## src/rtl/trapvec_pkg.sv

```systemverilog
package trapvec_pkg;
    // default number of trap sources and table base
    localparam int unsigned TV_NSRC_DEF  = 32;
    localparam int unsigned TV_VBASE_DEF = 32;
endpackage

```

## src/rtl/trapvec_prio.sv

```systemverilog
// Finds the highest-index set bit of a request word.
module trapvec_prio #(
    parameter int unsigned NSRC  = trapvec_pkg::TV_NSRC_DEF,
    localparam int unsigned IDX_W = $clog2(NSRC)
) (
    input  logic [NSRC-1:0]  req,
    output logic [IDX_W-1:0] idx,
    output logic             hit
);
    always_comb begin
        idx = '0;
        hit = 1'b0;
        for (int i = 0; i < int'(NSRC); i++) begin
            if (req[i]) begin
                idx = IDX_W'(i);
                hit = 1'b1;
            end
        end
    end
endmodule

```

## src/rtl/trapvec_encode.sv

```systemverilog
// Maps a winning index onto the dispatch table: top index -> lowest slot.
module trapvec_encode #(
    parameter int unsigned NSRC   = trapvec_pkg::TV_NSRC_DEF,
    parameter int unsigned VBASE  = trapvec_pkg::TV_VBASE_DEF,
    localparam int unsigned IDX_W  = $clog2(NSRC),
    localparam int unsigned ADDR_W = $clog2(VBASE + NSRC)
) (
    input  logic [IDX_W-1:0]  idx,
    input  logic              hit,
    output logic [ADDR_W-1:0] addr
);
    localparam int unsigned LAST = VBASE + NSRC - 1;

    always_comb begin
        if (hit) addr = ADDR_W'(LAST - int'(idx));
        else     addr = ADDR_W'(LAST);
    end
endmodule

```

## src/rtl/trapvec_gen.sv

```systemverilog
module trapvec_gen #(
    parameter int unsigned NSRC  = trapvec_pkg::TV_NSRC_DEF,
    parameter int unsigned VBASE = trapvec_pkg::TV_VBASE_DEF,
    localparam int unsigned IDX_W  = $clog2(NSRC),
    localparam int unsigned ADDR_W = $clog2(VBASE + NSRC)
) (
    input  logic              clk,
    input  logic              rst_n,
    input  logic [NSRC-1:0]   trap_pend,
    input  logic              mask_we,
    input  logic [NSRC-1:0]   mask_wdata,
    input  logic              capture,
    output logic [ADDR_W-1:0] vec_addr,
    output logic              vec_valid,
    output logic [NSRC-1:0]   masked_pend
);
    localparam logic [NSRC-1:0]   TOP_BIT  = {1'b1, {(NSRC-1){1'b0}}};
    localparam logic [ADDR_W-1:0] IDLE_VEC = ADDR_W'(VBASE + NSRC - 1);

    typedef struct packed {
        logic [NSRC-1:0]   mask;
        logic [ADDR_W-1:0] vec;
        logic              valid;
    } tv_state_t;

    tv_state_t state_d, state_q;

    logic [IDX_W-1:0]  win_idx;
    logic              win_hit;
    logic [ADDR_W-1:0] win_addr;

    // the top source is never gated by the mask
    assign masked_pend = trap_pend & (state_q.mask | TOP_BIT);

    trapvec_prio #(.NSRC(NSRC)) u_prio (
        .req (masked_pend),
        .idx (win_idx),
        .hit (win_hit)
    );

    trapvec_encode #(.NSRC(NSRC), .VBASE(VBASE)) u_enc (
        .idx  (win_idx),
        .hit  (win_hit),
        .addr (win_addr)
    );

    always_comb begin
        state_d = state_q;
        if (mask_we) begin
            state_d.mask = mask_wdata;
        end
        if (capture) begin
            state_d.valid = win_hit;
            state_d.vec   = win_addr;
        end
    end

    always_ff @(posedge clk or negedge rst_n) begin
        if (!rst_n) begin
            state_q.mask  <= '1;
            state_q.vec   <= IDLE_VEC;
            state_q.valid <= 1'b0;
        end else begin
            state_q <= state_d;
        end
    end

    assign vec_addr  = state_q.vec;
    assign vec_valid = state_q.valid;
endmodule

```

## config.mk

```make
export PLATFORM = sky130hd
export DESIGN_NAME = trapvec_gen
export DESIGN_NICKNAME = d
export VERILOG_FILES = /design/src/rtl/trapvec_pkg.sv /design/src/rtl/trapvec_prio.sv /design/src/rtl/trapvec_encode.sv /design/src/rtl/trapvec_gen.sv
export SDC_FILE = /design/constraint.sdc
export NUM_CORES = 1
export LEC_CHECK = 0
export BUFFER_PORTS_ARGS = -buffer_cell sky130_fd_sc_hd__buf_4
export CELL_PAD_IN_SITES_DETAIL_PLACEMENT = 2
export CELL_PAD_IN_SITES_GLOBAL_PLACEMENT = 2
export CORE_MARGIN = 3
export CORE_UTILIZATION = 25
export CTS_CLUSTER_DIAMETER = 200
export DETAILED_ROUTE_END_ITERATION = 16
export GPL_ROUTABILITY_DRIVEN = 1
export PLACE_DENSITY_LB_ADDON = 0.12
export RECOVER_POWER = 25
export SKIP_LAST_GASP = 1
export SYNTH_ARGS = -nofsm -noshare
export SYNTH_HDL_FRONTEND = slang
export SYNTH_SLANG_ARGS = --single-unit
```

## constraint.sdc

```tcl
create_clock -name clk -period 1.9 [get_ports clk]
set_input_delay 0.19 -clock clk [delete_from_list [all_inputs] [get_ports clk]]
set_output_delay 0.19 -clock clk [all_outputs]
set_load 0.02 [all_outputs]
```

# [After elaboration in Yosys (flattened, before gate mapping)]
# Index checks and enable logic that the tools add are counted.
[totals] reg_bits=38 input_bits=68 wordCells=69 output_inout_bits=39
[classes] bitwise=1 add_sub_neg=1 mux=64
[op_table] cell="5-bit two-way mux" n=16
[op_table] cell="1-bit two-way mux" n=33
[op_table] cell="32-bit AND" n=1
[op_table] cell="4-bit two-way mux" n=8
[op_table] cell="3-bit two-way mux" n=4
[op_table] cell="6-bit two-way mux" n=1
[op_table] cell="6-bit by 5-bit subtractor with 6-bit output (first input constant)" n=1
[op_table] cell="2-bit two-way mux" n=2

# [Longest topological paths before layout]
# Gate-level depths: netlist of run 1.
[depth] depth_word=34 depth_mapped=5 ltp_nobuf=5

# [Modules after synthesis]
# A second synthesis of run 1 with hierarchy kept.
[unflattened] cells_unflattened=187 hier_area_um2=2098.3
[modules_own_cells] module="trapvec_gen" area_each_um2=1710.4 seq_area_each_um2=997.2 instances=1 cells_each=118
[modules_own_cells] module="trapvec_prio" area_each_um2=357.8 seq_area_each_um2=0.0 instances=1 cells_each=62
[modules_own_cells] module="trapvec_encode" area_each_um2=30.0 seq_area_each_um2=0.0 instances=1 cells_each=7

# [Worst setup path before layout of run 1]
# No wires, ideal clock.
[synth_path] kind="reg2reg" from="register state_q[22] (netlist name)" to="register state_q, in the netlist vec_valid" path_stages_with_launch=6 n_path_buf=0 t_arrival_ps=1372 setup_time_ps=118 period_less_slack_ps=1490 slack_ps=410 required_time_ps=1782 cell_sequence="dfstp_2 -> a22oi_1 -> nand4_4 -> o41ai_2 -> inv_2 -> a21o_1"
[synth_between] elab_chain_cells=18
[synth_lines] element="from (decl)" line="trapvec_gen.sv:26" text="tv_state_t state_d, state_q;"
[synth_lines] element="from (signal assigned)" line="trapvec_gen.sv:64" text="state_q <= state_d;"
[synth_lines] element="32-bit AND" line="trapvec_gen.sv:33" text="assign masked_pend = trap_pend & (state_q.mask | TOP_BIT);"
[synth_lines] element="1-bit two-way mux (17 in series)" line="trapvec_prio.sv:14" text="if (req[i]) begin"
# Every way passes these cells.
# A chain may end at the register's enable or synchronous reset.

# [Worst setup path in the final report of run 1]
[layout_path] from="register state_q[20] (netlist name)" to="register state_q, in the netlist vec_valid"
[layout_between] elab_chain_cells=20
[layout_lines] element="32-bit AND" line="trapvec_gen.sv:33"
[layout_lines] element="1-bit two-way mux (19 in series)" line="trapvec_prio.sv:14"
# Every way passes these cells.

==> impl_metrics.csv, run 1 <==
group,metric,value,unit
route,ant_nets,0,
setup_path,reg2reg_depth,5,
placed_design,place_inst,389,
pwr,comb_power_share,27.5,%
placed_design,post_dp_cell_area,2980,um^2
pwr,switching_share,28.78,%
finish,final_area,3100,um^2
run,cap_violations,0,
pwr,p_leak,1.457,nW
global_routing,grt_pass1_vias,2061,
setup_path,crit_required,2.08,ns
timing,hold_violations,0,
placed_design,hpwl,5408,um
clocking,numCtsBuffers,5,
logic_synthesis,ys_seq_area_share,45.78,%
pwr,powerDensity,760.2,nW/um^2
setup_path,max_stage_delay,0.40,ns
timing,worstMarginPinSlew,0.8767,ns
setup_path,startpoint_type,"register",
clocking,ctsResizeCount,0,
pwr,pwr-share-seq,42.0,%
timing,tns,0,ns
pwr,clkPwrFrac,30.4,%
route,vias,1850,
route,drc,0,
route,drt_wl_total,6673,um
timing,fin_crit_sh,90.45,%
placed_design,gp_congestion,0.7710,
finish,area_growth,46.19,%
floorplan,chipHeight,98.11,um
timing,final.min_clock_period,1.719,ns
timing,drv_slew,0,
floorplan,core,7968,um^2
worst_hold_path,hold_class,"in -> reg",
finish,fin_cells,398,
finish,most-common-layout-cells,"buf_4, dfstp_2, mux2_2",
clocking,cts_buffer_depth,2,
logic_synthesis,synth_edf_count,0,
setup_path,crit_arrival,1.90,ns
route,routed_via_density,4.648,
finish,final_nets,363,
clocking,cts-root-buf,"clkbuf_8",
timing,fmax,581.9,MHz
floorplan,die_w,98.11,um
route,dr.pass1.iters,4,
worst_hold_path,hold_depth,2,
clocking,clock_latency,0.28,ns
run_status,status,"finished, final reports clean",
floorplan,io_pins,107,
setup_path,path_class,"reg -> reg",
logic_synthesis,synthCells,191,
setup_path,cp-end-kind,"register",
logic_synthesis,synth_seq_cells,37,
pwr,irDropWorstVdd,0.3176,mV
floorplan,std_cell_rows,32,
floorplan,initial_core_util,26.62,%
setup_path,cp_slowest_cell,"a22oi_1",
logic_synthesis,synthArstFlopShare,100.0,%
logic_synthesis,syn_nets,259,
setup_path,crit_path_cell_trace,"a22oi_1 > nand4_4 > o41ai_2 > inv_2 > a21o_1",
finish,n_antenna_cell,0,
logic_synthesis,avgSynthCellArea,11.10,um^2
timing,rsz0062_at_grt,"no",
finish,layout_commonest_cell,"buf_4",
clocking,cts.reportedPaths.clkPinSlew,0.08,ns
global_routing,overflow,0,
placed_design,portBuffers,104,
timing,fin_skew,0.007330,ns
floorplan,die_area,9625,um^2
logic_synthesis,synth.area.top_cells,"dfstp_2, mux2_2, and2_1",
timing,setup_viol,0,
logic_synthesis,ys.flop_type,"dfstp_2",
route,wl_per_cell,16.77,um
clocking,cts_setup_buffers,0,
global_routing,antenna_found_initial,0,
clocking,cts.sinks,37,
global_routing,grt_pass1_wl,11040,um
timing,maxSlewHeadroom,41.55,%
logic_synthesis,synth_top_area_share,44.60,%
clocking,htreeDepth,2,
route,drt-initial-drc-count,32,
logic_synthesis,synth_top_area_cell,"dfstp_2",
setup_path,critPathMaxFanout,3,
logic_synthesis,ys.warnings.count,0,
pwr,netSwitchingPower,0.6784,mW
logic_synthesis,synth_cell_types,43,
pwr,p_int,1.679,mW
global_routing,grt_max_degree,38,
finish,drive_gt1_share,64.86,%
global_routing,grt.total_usage,14.26,%
clocking,cts_tree,"yes",
logic_synthesis,netlist_area,2121,um^2
-- registers in the layout (all words and copies together), names as in the netlist --
name and count:
vec_valid 1, vec_addr 5, state_q 31
-- power groups by stage --
stage	registers, mW	logic, mW	clock network [mW]
global route	1.01	0.713	0.785
CTS	0.994	0.663	0.752
floorplan	0.984	0.364	0
detailed placement	1.01	0.659	0
finish	0.990	0.649	0.717
global placement	1.00	0.649	0
-- path summary, 6_finish.rpt --
check | from | endpoint | slack [ns]
max | state_q[20] | vec_valid | 0.18
min | mask_wdata[14] | state_q[21] | 0.13
max reg2reg | state_q[20] | vec_valid | 0.18
min reg2reg | vec_valid | vec_valid | 0.50
max in group asynchronous | rst_n | state_q[11] | 1.12
min in group asynchronous | rst_n | vec_valid | 0.42
-- kinds of logic (layout without fill, tap and decap cells) --
logic type,count (synthesis),in the layout,synth area share (%)
and+or+nand+nor,48,48,12.33
AOI/OAI and AO/OA,46,46,18.41
DFF,37,37,45.78
muxes,33,33,17.46
buffers and inverters,26,131,5.840
other,1,1,0.1768
-- stage by stage --
| step | utilization (%) | hold WS (ns) | worst slack, ns | power, mW |
|---|---|---|---|---|
| 3_3_place_gp | 37.41 | 0.2026 | 0.2160 | 1.651 |
| 5_1_grt | 38.91 | 0.1199 | 0.003834 | 2.506 |
| 3_5_place_dp | 37.41 | 0.2042 | 0.1722 | 1.664 |
| 4_1_cts | 38.99 | 0.1194 | 0.1493 | 2.409 |
| 2_1_floorplan | - | -0.1056 | 0.4096 | 1.348 |
| 6_report | 38.91 | 0.1312 | 0.1814 | 2.357 |
-- routing by layer --
layer,track usage (%),vias up,part of all wire [%]
met3,3.286,6,6.4
met4,3.621,0,0.94
met2,22.72,60,47
met5,0,-,0
met1,19.57,888,46
li1,-,896,-
-- what timing repair did --
action / in CTS / in global routing
setup endpoints to repair: 0 / 0
hold buffers: 1 / 0
hold endpoints to repair: 1 / 0
-- synthesized netlist by cell type, types with 2 or more instances --
cell,n
a22oi_1,6
a21oi_1,8
buf_1,3
nand2_1,20
buf_4,7
dfstp_2,36
a211oi_1,2
a22oi_2,6
nor3_1,2
nor2_1,2
nand4_1,2
a31oi_1,2
inv_1,15
mux2_2,32
and2_1,17
a22o_1,2
o21ai_0,2
a21o_1,2
-- critical path, delay by kind of cell, from the launching register on --
kind	cells	cell delay, ns
buf+inv	1	0.11
simple gates	1	0.15
flops	1	0.38
compound gates	3	0.97
-- cell type report --
| class | count | area [um^2] |
|---|---|---|
| timing repair buffer | 107 | 799.5 |
| multi-input combinational | 128 | 1026 |
| tap | 102 | 127.6 |
| inverter | 16 | 60.06 |
| clock buffer | 7 | 86.33 |
| fill | 889 | 4867 |
| clock inverter | 1 | 30.03 |
| sequential | 37 | 970.9 |
No activity file was read; power rests on OpenSTA's default activity.
==> run 2: changes to the inputs <==
--- a/config.mk
+++ b/config.mk
@@ -13,7 +13,7 @@
 export CTS_CLUSTER_DIAMETER = 200
 export DETAILED_ROUTE_END_ITERATION = 16
 export GPL_ROUTABILITY_DRIVEN = 1
-export PLACE_DENSITY_LB_ADDON = 0.12
+export PLACE_DENSITY_LB_ADDON = 0.1
 export RECOVER_POWER = 25
 export SKIP_LAST_GASP = 1
 export SYNTH_ARGS = -nofsm -noshare
==> run 2 against run 1 <==
Effect of this change:
- flip-flop and latch count is the same
- core utilization shrank 0.42 points
- non-clock buffer count is the same
- critical path type unchanged
- critical endpoint is now vec_addr[0]
==> impl_metrics.csv, run 2 (synthesis gave the netlist of run 1 again) <==
group,metric,value,unit
run_status,status,"finished, final reports clean",
route,wl_per_cell,17.52,um
setup_path,cp-end-kind,"register",
timing,drv_slew,0,
floorplan,die_area,9625,um^2
setup_path,startpoint,"state_q[9]",
clocking,htreeDepth,2,
setup_path,max_stage_delay,0.55,ns
pwr,p_leak,1.444,nW
pwr,powerDensity,716.3,nW/um^2
timing,fmax,585.9,MHz
placed_design,place_ws,0.1783,ns
route,routed_via_density,4.794,
placed_design,hpwl,5653,um
clocking,cts.sinks,37,
timing,fin_hold_ws,0.1209,ns
timing,hold_violations,0,
clocking,ctsResizeCount,0,
finish,final_nets,363,
global_routing,antenna_found_initial,0,
route,drt_wl_total,6974,um
setup_path,crit_arrival,1.93,ns
worst_hold_path,hold_class,"in -> reg",
timing,rsz0062_at_grt,"no",
setup_path,path_class,"reg -> reg",
floorplan,die_w,98.11,um
floorplan,io_pins,107,
timing,tns,0,ns
placed_design,portBuffers,104,
clocking,cts_tree,"yes",
run,cap_violations,0,
setup_path,timing.rr.start,"state_q[9]",
clocking,cts-root-buf,"clkbuf_8",
timing,fin_skew,0.004486,ns
timing,worstMarginPinSlew,0.8814,ns
finish,largest_register_ffs,31,
route,vias,1908,
global_routing,grt.total_usage,14.57,%
setup_path,cp_slowest_cell,"dfstp_2",
floorplan,std_cell_rows,32,
finish,drive_gt1_share,64.86,%
global_routing,overflow,0,
finish,largest_register,"state_q",
global_routing,grt_pass1_wl,11160,um
route,drc,0,
clocking,clock_latency,0.29,ns
setup_path,crit_path_cell_trace,"nand2_1 > a221o_1 > a211oi_1 > o221ai_1 > a31oi_1",
finish,most-common-layout-cells,"buf_4, dfstp_2, mux2_2",
setup_path,endpoint,"vec_addr[0]",
finish,n_antenna_cell,0,
clocking,numCtsBuffers,5,
clocking,cts.reportedPaths.clkPinSlew,0.08,ns
route,dr.pass1.iters,4,
finish,final_area,3067,um^2
floorplan,initial_core_util,26.62,%
timing,setup_ws,0.1934,ns
global_routing,grt_pass1_vias,2119,
placed_design,gp_congestion,0.7707,
timing,maxSlewHeadroom,41.24,%
pwr,irDropWorstVdd,0.2867,mV
route,drt-initial-drc-count,37,
floorplan,core,7968,um^2
finish,area_growth,44.60,%
global_routing,grt_max_degree,38,
setup_path,regToRegSetupSlack,0.19,ns
finish,layout_commonest_cell,"buf_4",
finish,fillCellCount,893,
clocking,cts_buffer_depth,2,
setup_path,critPathMaxFanout,3,
timing,fin_crit_sh,89.82,%
placed_design,post_dp_cell_area,2980,um^2
setup_path,reg2reg_depth,5,
setup_path,crit_required,2.13,ns
floorplan,chipHeight,98.11,um
timing,final.min_clock_period,1.707,ns
timing,setup_viol,0,
route,ant_nets,0,
worst_hold_path,worstHoldStart,"mask_wdata[2]",
setup_path,reg2reg_to,"vec_addr[0]",
setup_path,startpoint_type,"register",
[run 2: what timing repair did]
item,4_1_cts,5_1_grt
hold buffers,1,0
setup buffers,0,0
hold endpoints to repair,1,0
[run 2: area by class of cell]
class	count	area (um^2)	area share, %
multi-input cells	128	1026	33.46
flip-flops and latches	37	970.9	31.66
repair buffers	107	799.5	26.07
well taps	102	127.6	4.162
clock buffers	6	72.57	2.366
inverters	16	60.06	1.958
clock inverters	2	10.01	0.3264
[run 2: worst max-delay path, delay by kind of cell (launching register included)]
kind,cells,cell delay [ns]
AO/OA/AOI/OAI,4,1.02
flip-flops,1,0.55
AND/OR/NAND/NOR,1,0.07
[run 2: report_power, final]
group / internal (mW) / total, mW / switching, mW
registers: 0.926 / 0.994 / 0.0679
logic: 0.325 / 0.653 / 0.328
clock network: 0.255 / 0.550 / 0.295
[run 2: worst min-delay path by stage]
stage	to	slack, ns	depth (start not counted)
after detailed placement	vec_valid	0.20	1
final	state_q[9]	0.12	2
after global placement	vec_valid	0.20	1
after CTS	state_q[9]	0.11	2
after global routing	state_q[18]	0.12	2
after floorplan	vec_valid	-0.11	0
[run 2: layer usage]
metal  vias up  global-route usage [%]  routed length (um)
met5         -                       0                   0
met4         0                   3.514                  68
met3         6                   3.714                 452
met1       946                   19.12                3068
li1        894                       -                   -
met2        62                   24.08                3384
[run 2: stage by stage]
step | std cells | power, mW | utilization (%)
2_1_floorplan | 191 | 1.348 | -
3_3_place_gp | 389 | 1.652 | 37.41
3_5_place_dp | 389 | 1.670 | 37.41
4_1_cts | 398 | 2.239 | 38.57
5_1_grt | 398 | 2.331 | 38.49
6_report | 398 | 2.197 | 38.49
==> run 3: changes to the inputs <==
--- a/config.mk
+++ b/config.mk
@@ -10,6 +10,7 @@
 export CELL_PAD_IN_SITES_GLOBAL_PLACEMENT = 2
 export CORE_MARGIN = 3
 export CORE_UTILIZATION = 25
+export CTS_BUF_LIST = sky130_fd_sc_hd__clkbuf_4 sky130_fd_sc_hd__clkbuf_8
 export CTS_CLUSTER_DIAMETER = 200
 export DETAILED_ROUTE_END_ITERATION = 16
 export GPL_ROUTABILITY_DRIVEN = 1
==> constraint.sdc (replaced) <==
create_clock -name clk -period 1.5 [get_ports clk]
set_input_delay 0.15 -clock clk [delete_from_list [all_inputs] [get_ports clk]]
set_output_delay 0.15 -clock clk [all_outputs]
set_load 0.02 [all_outputs]
==> run 3 against run 2 <==
Effect of this change:
- the run now ends with negative setup slack left
- register-to-register slack worse by 0.35 ns
- clock skew increased by 0.0049 ns
- sequential power grew 26%
- core utilization is 4.7 points higher
- cell area is 12% higher
- critical path depth did not move
- clock power rose by 44%
- clock-buffer cell count up 1
==> impl_metrics.csv, run 3 (synthesis gave the netlist of run 1 again) <==
group,metric,value,unit
run_status,status,"finished, violations left",
run_status,violations,"negative setup slack",
route,drc,0,
global_routing,use_met1,19.71,%
finish,n_antenna_cell,0,
route,ant_nets,0,
timing,final.min_clock_period,1.660,ns
timing,drv_slew,0,
setup_path,startpoint_type,"register",
placed_design,place_ws,-0.2232,ns
setup_path,crit_arrival,1.84,ns
finish,largest_register,"state_q",
placed_design,gp_congestion,0.7557,
route,dr.pass1.iters,4,
clocking,cts_tree,"yes",
global_routing,use_met3,4.500,%
finish,drive_gt1_share,72.29,%
setup_path,crit_path_cell_trace,"a22oi_2 > nand4_4 > o41ai_4 > inv_2 > a21o_1",
clocking,htreeDepth,2,
finish,layout_commonest_cell,"buf_4",
pwr,powerDensity,889.1,nW/um^2
finish,final_nets,399,
route,vias,2032,
floorplan,chipHeight,98.11,um
route,wl_per_cell,17.48,um
global_routing,grt.total_usage,15.89,%
setup_path,cp-end-kind,"register",
finish,final_area,3445,um^2
floorplan,core,7968,um^2
setup_path,path_class,"reg -> reg",
clocking,cts_buffer_depth,2,
placed_design,portBuffers,104,
timing,tns,-0.4727,ns
global_routing,overflow,0,
global_routing,grt_pass1_wl,12280,um
timing,fin_skew,0.009422,ns
clocking,numCtsBuffers,5,
placed_design,hpwl,6131,um
global_routing,gr-usage-met2,27.75,%
floorplan,initial_core_util,26.62,%
pwr,p_leak,1.650,nW
floorplan,std_cell_rows,32,
route,drt_wl_total,7588,um
finish,largest_register_ffs,31,
finish,most-common-layout-cells,"buf_4, dfstp_2, mux2_2",
global_routing,grt_busiest_layer,"met2",
timing,setup_viol,4,
clocking,clock_latency,0.29,ns
run,cap_violations,0,
timing,fin_hold_ws,0.08435,ns
floorplan,die_w,98.11,um
timing,rsz0062_at_grt,"yes",
finish,fin_util,43.23,%
floorplan,io_pins,107,
setup_path,max_stage_delay,0.42,ns
route,drt-initial-drc-count,32,
pwr,irDropWorstVdd,0.3276,mV
setup_path,critPathMaxFanout,3,
floorplan,die_area,9625,um^2
placed_design,post_dp_cell_area,3191,um^2
global_routing,grt_pass1_vias,2355,
worst_hold_path,hold_class,"in -> reg",
timing,fmax,602.4,MHz
timing,hold_violations,0,
timing,fin_crit_sh,110.7,%
setup_path,cp_slowest_cell,"o41ai_4",
timing,setup_ws,-0.1601,ns
clocking,cts.reportedPaths.clkPinSlew,0.08,ns
global_routing,grt_max_degree,38,
clocking,cts.sinks,37,
clocking,cts-root-buf,"clkbuf_8",
finish,area_growth,62.42,%
route,routed_via_density,4.682,
setup_path,crit_required,1.68,ns
global_routing,antenna_found_initial,0,
-- run 3: changes by cell type in the layout (fill, tap and decap cells not counted), moves of 2 or more --
cell      change
a21oi_1       -2
a21oi_2       +2
a22oi_1       -4
a22oi_2       +4
buf_4        +37
clkbuf_8      +2
-- run 3: final timing paths --
kind / end / cells after the start / startpoint / slack (ns)
setup / recovery: vec_valid / 5 / state_q[18] / -0.16
setup reg to reg: vec_valid / 5 / state_q[18] / -0.16
min in group asynchronous: vec_valid / 2 / rst_n / 0.38
hold / removal: state_q[23] / 2 / mask_wdata[16] / 0.08
max in group asynchronous: state_q[36] / 2 / rst_n / 0.76
hold reg to reg: vec_addr[0] / 2 / vec_addr[0] / 0.52
-- run 3: critical path, delay by kind of cell, from the launching register on --
family | cells | cell delay, ns
compound gates | 3 | 0.90
flops | 1 | 0.38
simple gates | 1 | 0.16
buf+inv | 1 | 0.10
-- run 3: per-layer routing --
layer	vias to the layer above	wire (um)	part of all wire (%)
met5	-	0	0
met4	0	61	0.80
met3	7	482	6.4
met2	63	3860	51
met1	991	3183	42
li1	971	-	-
-- run 3: metrics by stage --
| step | total power, mW | cells |
|---|---|---|
| finish | 3.062 | 434 |
| detailed placement | 2.226 | 417 |
| global placement | 2.199 | 417 |
| global route | 3.249 | 434 |
| CTS | 3.086 | 429 |
| floorplan | 1.708 | 191 |
-- run 3: timing repair --
item,4_1_cts,5_1_grt
setup buffers,3,5
gates resized for setup,5,8
hold buffers,1,0
cloned,0,0
pin swaps,6,6
endpoints found under the hold margin,1,0
endpoints found under the setup margin,4,6
-- run 3: final cells by class --
type	instances	area (um^2)
Clock buffer	7	96.34
Clock inverter	1	5.005
Fill cell	870	4523
Inverter	16	60.06
Multi-Input combinational cell	128	1112
Sequential cell	37	970.9
Tap cell	102	127.6
Timing Repair Buffer	143	1072
-- run 3: where the power goes --
group / switching, mW / internal [mW] / total (mW) / leakage [nW]
registers: 0.0820 / 1.17 / 1.25 / 0.389
logic: 0.478 / 0.536 / 1.01 / 1.21
clock network: 0.378 / 0.416 / 0.794 / 0.0542
